<file path="src/rtl/cmr_pkg.sv">
package cmr_pkg;

    typedef enum logic [1:0] {
        ST_IDLE,
        ST_RECV,
        ST_DISPATCH,
        ST_SEND
    } cmr_state_e;

    localparam int DW_W      = 32;
    localparam int IMG_BYTES = 28;
    localparam int IMG_W     = IMG_BYTES * 8;
    localparam int MAX_DW    = IMG_BYTES / 4;
    localparam int CNT_W     = $clog2(MAX_DW + 1);
    localparam int CODE_DW   = 2;

    localparam logic [7:0] CODE_CAPAB  = 8'h00;
    localparam logic [7:0] CODE_STATUS = 8'h01;
    localparam logic [7:0] OBJ_TYPE    = 8'h00;

    localparam int CAPAB_BYTES  = 28;
    localparam int STATUS_BYTES = 18;

    localparam logic [7:0] CAPAB_INNER_LEN  = 8'h1C;
    localparam logic [7:0] STATUS_INNER_LEN = 8'h14;

endpackage

</file>
<file path="src/rtl/cmr_req_parser.sv">
module cmr_req_parser
    import cmr_pkg::*;
(
    input  logic       clk,
    input  logic       rst_n,
    input  logic       take,
    input  logic       take_last,
    input  logic [7:0] low_byte,
    output logic [7:0] code,
    output logic       code_seen
);

    localparam int IDX_W   = $clog2(CODE_DW + 2);
    localparam int IDX_SAT = CODE_DW + 1;

    logic [IDX_W-1:0] idx_q;
    logic [7:0]       code_q;
    logic             seen_q;

    always_ff @(posedge clk) begin
        if (!rst_n) begin
            idx_q  <= '0;
            code_q <= 8'hFF;
            seen_q <= 1'b0;
        end else if (take) begin
            if (idx_q == '0) begin
                seen_q <= 1'b0;
            end
            if (idx_q == IDX_W'(CODE_DW)) begin
                code_q <= low_byte;
                seen_q <= 1'b1;
            end
            if (take_last) begin
                idx_q <= '0;
            end else if (idx_q != IDX_W'(IDX_SAT)) begin
                idx_q <= idx_q + 1'b1;
            end
        end
    end

    assign code      = code_q;
    assign code_seen = seen_q;

endmodule

</file>
<file path="src/rtl/cmr_rsp_builder.sv">
module cmr_rsp_builder
    import cmr_pkg::*;
#(
    parameter logic [15:0] VENDOR_ID  = 16'h1E98,
    parameter logic [7:0]  VERSION    = 8'h01,
    parameter logic [63:0] CAPAB_MASK = 64'h3,
    parameter logic [31:0] STAT_CAPAB = 32'h3
) (
    input  logic [7:0]       code,
    input  logic             code_seen,
    output logic [IMG_W-1:0] image,
    output logic [CNT_W-1:0] dw_count
);

    localparam int CAPAB_DW  = CAPAB_BYTES / 4;
    localparam int STATUS_DW = STATUS_BYTES / 4;
    localparam int STATUS_W  = STATUS_BYTES * 8;

    logic [63:0]         hdr_capab;
    logic [63:0]         hdr_status;
    logic [IMG_W-1:0]    img_capab;
    logic [STATUS_W-1:0] img_status;

    assign hdr_capab  = {32'(CAPAB_DW),  8'h00, OBJ_TYPE, VENDOR_ID};
    assign hdr_status = {32'(STATUS_DW), 8'h00, OBJ_TYPE, VENDOR_ID};

    assign img_capab = {CAPAB_MASK, CAPAB_MASK, 8'h00, CAPAB_INNER_LEN,
                        VERSION, 8'h00, hdr_capab};

    assign img_status = {8'h00, 16'h0000, STAT_CAPAB, STATUS_INNER_LEN,
                         VERSION, 8'h01, hdr_status};

    always_comb begin
        image    = '0;
        dw_count = '0;
        if (code_seen) begin
            unique case (code)
                CODE_CAPAB: begin
                    image    = img_capab;
                    dw_count = CNT_W'(CAPAB_DW);
                end
                CODE_STATUS: begin
                    image    = IMG_W'(img_status);
                    dw_count = CNT_W'(STATUS_DW);
                end
                default: begin
                    image    = '0;
                    dw_count = '0;
                end
            endcase
        end
    end

endmodule

</file>
<file path="src/rtl/cmr_rsp_streamer.sv">
module cmr_rsp_streamer
    import cmr_pkg::*;
(
    input  logic             clk,
    input  logic             rst_n,
    input  logic             load,
    input  logic [IMG_W-1:0] image,
    input  logic [CNT_W-1:0] count_in,
    input  logic             advance,
    output logic [DW_W-1:0]  data,
    output logic             at_last,
    output logic [CNT_W-1:0] count
);

    localparam int SLOTS = 2 ** CNT_W;

    logic [IMG_W-1:0] img_q;
    logic [CNT_W-1:0] cnt_q;
    logic [CNT_W-1:0] idx_q;
    logic [DW_W-1:0]  slot [SLOTS];

    always_ff @(posedge clk) begin
        if (!rst_n) begin
            img_q <= '0;
            cnt_q <= '0;
            idx_q <= '0;
        end else if (load) begin
            img_q <= image;
            cnt_q <= count_in;
            idx_q <= '0;
        end else if (advance) begin
            idx_q <= idx_q + 1'b1;
        end
    end

    for (genvar g = 0; g < SLOTS; g++) begin : g_slot
        if (g < MAX_DW) begin : g_used
            assign slot[g] = img_q[g*DW_W +: DW_W];
        end else begin : g_pad
            assign slot[g] = '0;
        end
    end

    assign data    = slot[idx_q];
    assign at_last = (idx_q == cnt_q - 1'b1);
    assign count   = cnt_q;

endmodule

</file>
<file path="src/rtl/cmr_responder.sv">
module cmr_responder
    import cmr_pkg::*;
#(
    parameter logic [15:0] VENDOR_ID  = 16'h1E98,
    parameter logic [7:0]  VERSION    = 8'h01,
    parameter logic [63:0] CAPAB_MASK = 64'h3,
    parameter logic [31:0] STAT_CAPAB = 32'h3
) (
    input  logic        clk,
    input  logic        rst_n,
    input  logic        req_valid,
    output logic        req_ready,
    input  logic [31:0] req_data,
    input  logic        req_last,
    output logic        rsp_valid,
    input  logic        rsp_ready,
    output logic [31:0] rsp_data,
    output logic        rsp_last,
    output logic [2:0]  rsp_dw_count,
    output logic        busy
);

    cmr_state_e state_q, state_d;

    logic             take;
    logic             advance;
    logic             load;
    logic [7:0]       code;
    logic             code_seen;
    logic [IMG_W-1:0] image;
    logic [CNT_W-1:0] build_cnt;
    logic [CNT_W-1:0] held_cnt;
    logic             at_last;
    logic [DW_W-1:0]  out_dw;

    assign take    = req_valid && req_ready;
    assign advance = rsp_valid && rsp_ready;
    assign load    = (state_q == ST_DISPATCH);

    cmr_req_parser u_parser (
        .clk       (clk),
        .rst_n     (rst_n),
        .take      (take),
        .take_last (req_last),
        .low_byte  (req_data[7:0]),
        .code      (code),
        .code_seen (code_seen)
    );

    cmr_rsp_builder #(
        .VENDOR_ID  (VENDOR_ID),
        .VERSION    (VERSION),
        .CAPAB_MASK (CAPAB_MASK),
        .STAT_CAPAB (STAT_CAPAB)
    ) u_builder (
        .code      (code),
        .code_seen (code_seen),
        .image     (image),
        .dw_count  (build_cnt)
    );

    cmr_rsp_streamer u_streamer (
        .clk      (clk),
        .rst_n    (rst_n),
        .load     (load),
        .image    (image),
        .count_in (build_cnt),
        .advance  (advance),
        .data     (out_dw),
        .at_last  (at_last),
        .count    (held_cnt)
    );

    always_ff @(posedge clk) begin
        if (!rst_n) begin
            state_q <= ST_IDLE;
        end else begin
            state_q <= state_d;
        end
    end

    always_comb begin
        state_d = state_q;
        unique case (state_q)
            ST_IDLE: begin
                if (req_valid) begin
                    state_d = req_last ? ST_DISPATCH : ST_RECV;
                end
            end
            ST_RECV: begin
                if (req_valid && req_last) begin
                    state_d = ST_DISPATCH;
                end
            end
            ST_DISPATCH: begin
                state_d = (build_cnt == '0) ? ST_IDLE : ST_SEND;
            end
            ST_SEND: begin
                if (rsp_ready && at_last) begin
                    state_d = ST_IDLE;
                end
            end
            default: state_d = ST_IDLE;
        endcase
    end

    always_comb begin
        req_ready    = 1'b0;
        busy         = 1'b0;
        rsp_valid    = 1'b0;
        rsp_last     = 1'b0;
        rsp_data     = '0;
        rsp_dw_count = held_cnt;
        unique case (state_q)
            ST_IDLE, ST_RECV: begin
                req_ready = 1'b1;
            end
            ST_DISPATCH: begin
                busy = 1'b1;
            end
            ST_SEND: begin
                busy      = 1'b1;
                rsp_valid = 1'b1;
                rsp_last  = at_last;
                rsp_data  = out_dw;
            end
            default: ;
        endcase
    end

endmodule

</file>
<file path="config.mk">
export PLATFORM = sky130hd
export DESIGN_NAME = cmr_responder
export DESIGN_NICKNAME = d
export VERILOG_FILES = /design/src/rtl/cmr_pkg.sv /design/src/rtl/cmr_req_parser.sv /design/src/rtl/cmr_rsp_builder.sv /design/src/rtl/cmr_rsp_streamer.sv /design/src/rtl/cmr_responder.sv
export SDC_FILE = /design/constraint.sdc
export NUM_CORES = 1
export LEC_CHECK = 0
export BUFFER_PORTS_ARGS = -buffer_cell sky130_fd_sc_hd__buf_2
export CAP_MARGIN = 20
export CELL_PAD_IN_SITES_DETAIL_PLACEMENT = 1
export CELL_PAD_IN_SITES_GLOBAL_PLACEMENT = 2
export CORE_ASPECT_RATIO = 1.25
export CORE_MARGIN = 2
export CORE_UTILIZATION = 22
export DETAILED_ROUTE_END_ITERATION = 12
export PLACE_DENSITY = 0.79
export SYNTH_ARGS = -nofsm -noshare
export SYNTH_HDL_FRONTEND = slang
export SYNTH_SLANG_ARGS = --single-unit
</file>
<file path="constraint.sdc">
create_clock -name clk -period 2 [get_ports clk]
set_input_delay 0.4 -clock clk [delete_from_list [all_inputs] [get_ports clk]]
set_output_delay 0.4 -clock clk [all_outputs]
set_load 0.02 [all_outputs]
</file>
# Word-level counts from Yosys, hierarchy flattened

Index checks and enable logic that the tools add are counted.

Bits in registers: 243
Input bits: 37
Output and inout port bits: 39
Word-level logic and storage cells: 62

Add/sub/neg operators: 3
Magnitude comparators: 1
Equal/unequal tests: 10
Multiplexer cells: 22
Bitwise logic cells: 2
Reductions and logical operators: 17

Operators by type and width:

| kind                                                                   | count |
|---|---|
| 162-bit case mux with 2 select lines                                   | 1 |
| 224-bit two-way mux                                                    | 1 |
| 32-bit binary-select mux with 3-bit select                             | 1 |
| 32-bit two-way mux                                                     | 3 |
| 2-bit two-way mux                                                      | 7 |
| 8-bit by 1-bit equality test with 1-bit output (second input constant) | 1 |
| 8-bit zero test                                                        | 1 |
| 2-bit != test (second input constant)                                  | 4 |
| 2-bit case mux with 4 select lines                                     | 1 |
| 2-bit equality test (second input constant)                            | 3 |
| 1-bit two-way mux                                                      | 6 |
| 3-bit case mux with 2 select lines                                     | 1 |
| 2-bit AND reduction                                                    | 3 |
| 2-bit OR reduction                                                     | 3 |
| 4-bit >= comparator (second input constant)                            | 1 |
| 1-bit logical AND                                                      | 4 |
| 2-bit zero test                                                        | 2 |
| 3-bit inverter with 4-bit output                                       | 1 |
| 2-bit nonzero test                                                     | 2 |
| 3-bit by 1-bit adder with 3-bit output (second input constant)         | 1 |
| 3-bit equality test                                                    | 1 |
| 3-bit zero test                                                        | 1 |
| 3-bit two-way mux                                                      | 1 |
| 3-bit AND reduction                                                    | 1 |
| 4 further kinds                                                        | 4 |

# Logic depth before layout (Yosys ltp)

Depth after elaboration: 6
Mapped depth: 6
Mapped depth without buffers: 5

# Modules after synthesis

From an unflattened synthesis, not the netlist that was laid out.

Cell total of the unflattened synthesis: 1330
Area total of the unflattened synthesis: 13385.3 um^2

Modules (own cells, without submodules):

| module           | instances | cells each | area an instance (um^2) | sequential area each (um^2) |
|---|---|---|---|---|
| cmr_rsp_streamer | 1         | 987        | 10817.9                 | 4604.4 |
| cmr_rsp_builder  | 1         | 231        | 1720.4                  | 0.0 |
| cmr_req_parser   | 1         | 57         | 461.7                   | 220.2 |
| cmr_responder    | 1         | 55         | 385.4                   | 40.0 |

# Least setup slack after synthesis

OpenSTA, ideal clock, no wires.

Path type: reg-to-output
Start point: register state_q[1]
End point: output port rsp_data[10]
Arrival: 2034 ps
Data required time: 1600 ps
Path slack: -434 ps
Cell stages (with the launch flop): 5
Buffers on the path: 2
Path through: dfxtp_1 buf_2 nand2_1 nor4_1 buf_4

Longest elaborated chain between the ends: 2

RTL lines:

| element                  | line                 | RTL |
|---|---|---|
| start: declaration       | cmr_responder.sv:23  | `cmr_state_e state_q, state_d;` |
| start signal: assignment | cmr_responder.sv:78  | `state_q <= state_d;` |
| 2-bit equality test      | cmr_responder.sv:114 | `unique case (state_q)` |
| 32-bit two-way mux       | cmr_responder.sv:114 |  |
| end: declaration         | cmr_responder.sv:17  | `output logic [31:0] rsp_data,` |

Every way passes these cells.

# Worst setup path after layout

Start point: register u_streamer.idx_q[0]
End point: output port rsp_last

Longest elaborated chain between the ends: 2

RTL lines:

| element                  | line                   | RTL |
|---|---|---|
| start: declaration       | cmr_rsp_streamer.sv:19 | `logic [CNT_W-1:0] idx_q;` |
| start signal: assignment | cmr_rsp_streamer.sv:32 | `idx_q <= idx_q + 1'b1;` |
| 3-bit equality test      | cmr_rsp_streamer.sv:45 | `assign at_last = (idx_q == cnt_q - 1'b1);` |
| 1-bit two-way mux        | cmr_responder.sv:114   |  |
| end: declaration         | cmr_responder.sv:18    | `output logic rsp_last,` |

Every way passes these cells.

==> reports/summary.md <==
* 0 — total of warnings raised by yosys
* 2 — worst path buffer plus inverter count
* 0.3525 ns — worst hold-check slack
* 13.81% — area added between synthesis and finish
* 31 — Std-Cell Rows
* 35 — I/O Buffers
* 30.43% — fraction of layout cells with a size suffix above 1
* 2288 um — HPWL after detailed placement
* 8.090 um^2 — mean post-synth cell area
* 0.07 ns — Reg clk slew, reported paths
* primary output — endpoint class of the critical path
* 0 — reported max-cap violation count
* 0 — leftover overflow at the end of global routing
* reg2out — category of the critical setup timing path
* 533.5 MHz — top achievable clock speed
* 4905 um — wire length of the first global-routing pass
* 1.47 ns — WP data arrival
* 0 — DRC Markers
* 5 — maximum fanout along the worst path
* 0.38 ns — crit-path max cell delay
* 0.0007621 ns — setup skew after layout
* 0 — number of hold buffers added after CTS
* built — clock tree from TritonCTS
* 0.6266 ns — Worst Max-Slew Pin Slew
* 36 — number of DRC violations after detailed-routing iteration 0
* 1 — Post-CTS Resized
* 1110 — vias post-DR
* 29.57% — portion of synthesized cell area occupied by the leading cell type
* sky130_fd_sc_hd__clkbuf_8 — Clk Tree Root Cell
* 0 — post-CTS setup buffers
* 0 — initial antenna violation count
* 1.60 ns — Critical Path RT
* 0.7196 — Final GP Congestion
* 93.73% — post-route clock period utilization
* 1 — htree depth
* 0.25 ns — Clk Latency, worst-skew pair
* 0.2212 mV — peak supply drop
* 89.49 um — vertical die dimension
* 5741 um^2 — area inside the core boundary
* 0 — Final Hold Viols
* in2reg — class of the tightest hold or removal check
* 4.440 — drt via density
* sky130_fd_sc_hd__dfxtp_1 — cell taking the most area after synthesis
* 534.0 nW/um^2 — areal power density over the cells
* flip-flop — CP startpoint kind
* no — unrepaired setup endpoints after global routing
* 13 — pin count of the biggest net entering global routing
* 719 — total of fill cells in the finished design
* 2875 um — WL final
* 25.50% — share of the core filled with cells in the final layout
* 2 — number of buffers between clock root and the deepest sink
* 11.50 um — per-cell routed wire length
* 3 — TritonCTS buffer count
* 0 ns — total negative slack for setup checks
* 228 — net count of the finished layout
* sky130_fd_sc_hd__dfxtp_1 30%, sky130_fd_sc_hd__buf_4 16%, sky130_fd_sc_hd__nand2_1 7.6% — leading cell types by total area after synthesis
* 57.84% — max_slew headroom
* 9.458% — total global routing track utilization
* 19 — CTS sink count
* 19 — register bit total from synthesis
* 29.57% — share of the yosys chip area belonging to registers
* 250 — non-filler instance count after layout
* 0 — remaining antenna violation count
* sky130_fd_sc_hd__dfxtp_2 — Worst path slowest cell
* 0 — setup-violating endpoint count in the final report
* 0.7108 nW — Static Leakage
* 246 — dpl cells
* inv_1 > ha_1 > nor2b_2 > and3_2 > buf_2 — crit-path cells
* 39 — distinct cell type count of the synthesized netlist
* 159 — cells after synthesis
* finished clean — outcome
* 2 — number of optimization iterations in the first detailed-route pass
* 72.39 um — horizontal extent of the die
* 1286 um^2 — post-synthesis instance area
* 0 — number of antenna diodes
* 6478 um^2 — full die area
* 0.2769 ns — worst setup slack before clock tree synthesis
* 0 — Final Slew Violations
* 22.41% — initial core utilization
* flip-flops — family with the most delay on the worst path
* 1106 — number of global-route vias before repair
* 1.875 ns — Min Clock Period, post-route
* 76 — top-level I/O count
* 0.1254 ns — crit path setup slack, layout
## path summary, 6_finish.rpt
kind	slack (ns)	start	endpoint	cells after the start
worst min register to register	0.47	u_streamer.img_q[89]	u_streamer.img_q[89]	2
worst max register to register	0.58	u_parser.code[3]	state_q[0]	3
worst max-delay path	0.13	u_streamer.idx_q[0]	rsp_last	5
worst min-delay path	0.35	req_data[3]	u_parser.code[3]	3
## power by group
group / switching (mW) / total (mW) / internal (mW) / leakage [nW]
logic: 0.0835 / 0.122 / 0.0385 / 0.530
clock network: 0.129 / 0.267 / 0.138 / 0.0255
registers: 0.00597 / 0.393 / 0.387 / 0.156
## cells by family (layout without fill, tap and decap cells)
family	count (synthesis)	count (layout)	share of synthesized area (%)
other cells	1	16	0.2915
flops	19	19	29.57
mux	1	1	0.7782
compound gates	23	23	11.38
buf+inv	41	51	20.82
simple gates	67	67	29.48
fa+ha+maj	6	6	5.836
xor+xnor	1	1	1.848
## cell usage in the layout (no fill, tap or decap), types with 2 or more instances in the layout
cell                       instances
sky130_fd_sc_hd__a21oi_1          10
sky130_fd_sc_hd__and2_1            2
sky130_fd_sc_hd__and3_1            2
sky130_fd_sc_hd__and3b_1           2
sky130_fd_sc_hd__and4b_2           2
sky130_fd_sc_hd__buf_2            35
sky130_fd_sc_hd__buf_4             5
sky130_fd_sc_hd__clkbuf_8          3
sky130_fd_sc_hd__conb_1           16
sky130_fd_sc_hd__dfxtp_1          16
sky130_fd_sc_hd__dfxtp_2           3
sky130_fd_sc_hd__ha_1              6
sky130_fd_sc_hd__inv_1             7
sky130_fd_sc_hd__nand2_1          26
sky130_fd_sc_hd__nand2b_1          4
sky130_fd_sc_hd__nand3_1           9
sky130_fd_sc_hd__nor2b_1           5
sky130_fd_sc_hd__nor4_1            2
sky130_fd_sc_hd__o21ai_0           6
## state kept, by name (all words and copies together), names as in the netlist
name	flops
u_parser.code_seen	1
u_streamer.img_q	2
u_parser.idx_q	2
state_q	2
u_streamer.count	1
u_parser.code	8
u_streamer.idx_q	3
## through the flow
step	instance area [um^2]	total power, mW
global placement	1411	0.5220
CTS	1459	0.7950
detailed placement	1411	0.5246
floorplan	1358	0.5074
global route	1464	0.8292
finish	1464	0.7817
## layer usage
metal / track usage (%) / part of all wire [%] / up-vias
li1: - / - / 549
met1: 10.37 / 43 / 522
met4: 3.030 / 0 / 0
met2: 18.02 / 50 / 39
met5: 0 / 0 / -
met3: 2.029 / 6.3 / 0
## worst min-delay path: stages
cell                      delay [ns]
sky130_fd_sc_hd__buf_2          0.07
sky130_fd_sc_hd__nand2_1        0.04
sky130_fd_sc_hd__nand3_1        0.06
## cells in the mapped netlist (all sizes together)
cell and instances:
o21ai 6, a21boi 1, dfxtp 19, nor2b 6
nand3b 1, clkbuf 4, o31ai 1, nand4 1
and3b 2, or4 1, conb 1, and3 3
nor4 3, nand3 9, nor3 1, or4b 1
and4b 2, a32oi 1, inv 7, a311o 1
o21a 1, nand2b 4, a311oi 1, xor3 1
nor4b 2, nand2 26, nor3b 1, a21oi 10
ha 6, and2 2, buf 30, nand4b 1
a31o 1, or2 1, mux2i 1
## layout make-up
type	instances	area (um^2)	area share (%)
multi-input cells	114	711.9	48.63
flip-flops and latches	19	384.1	26.24
repair buffers	40	212.7	14.53
well taps	66	82.58	5.641
clock buffers	3	41.29	2.821
inverters	7	26.28	1.795
clock inverters	1	5.005	0.3419
Note: power is estimated with default switching activity, not from simulation.
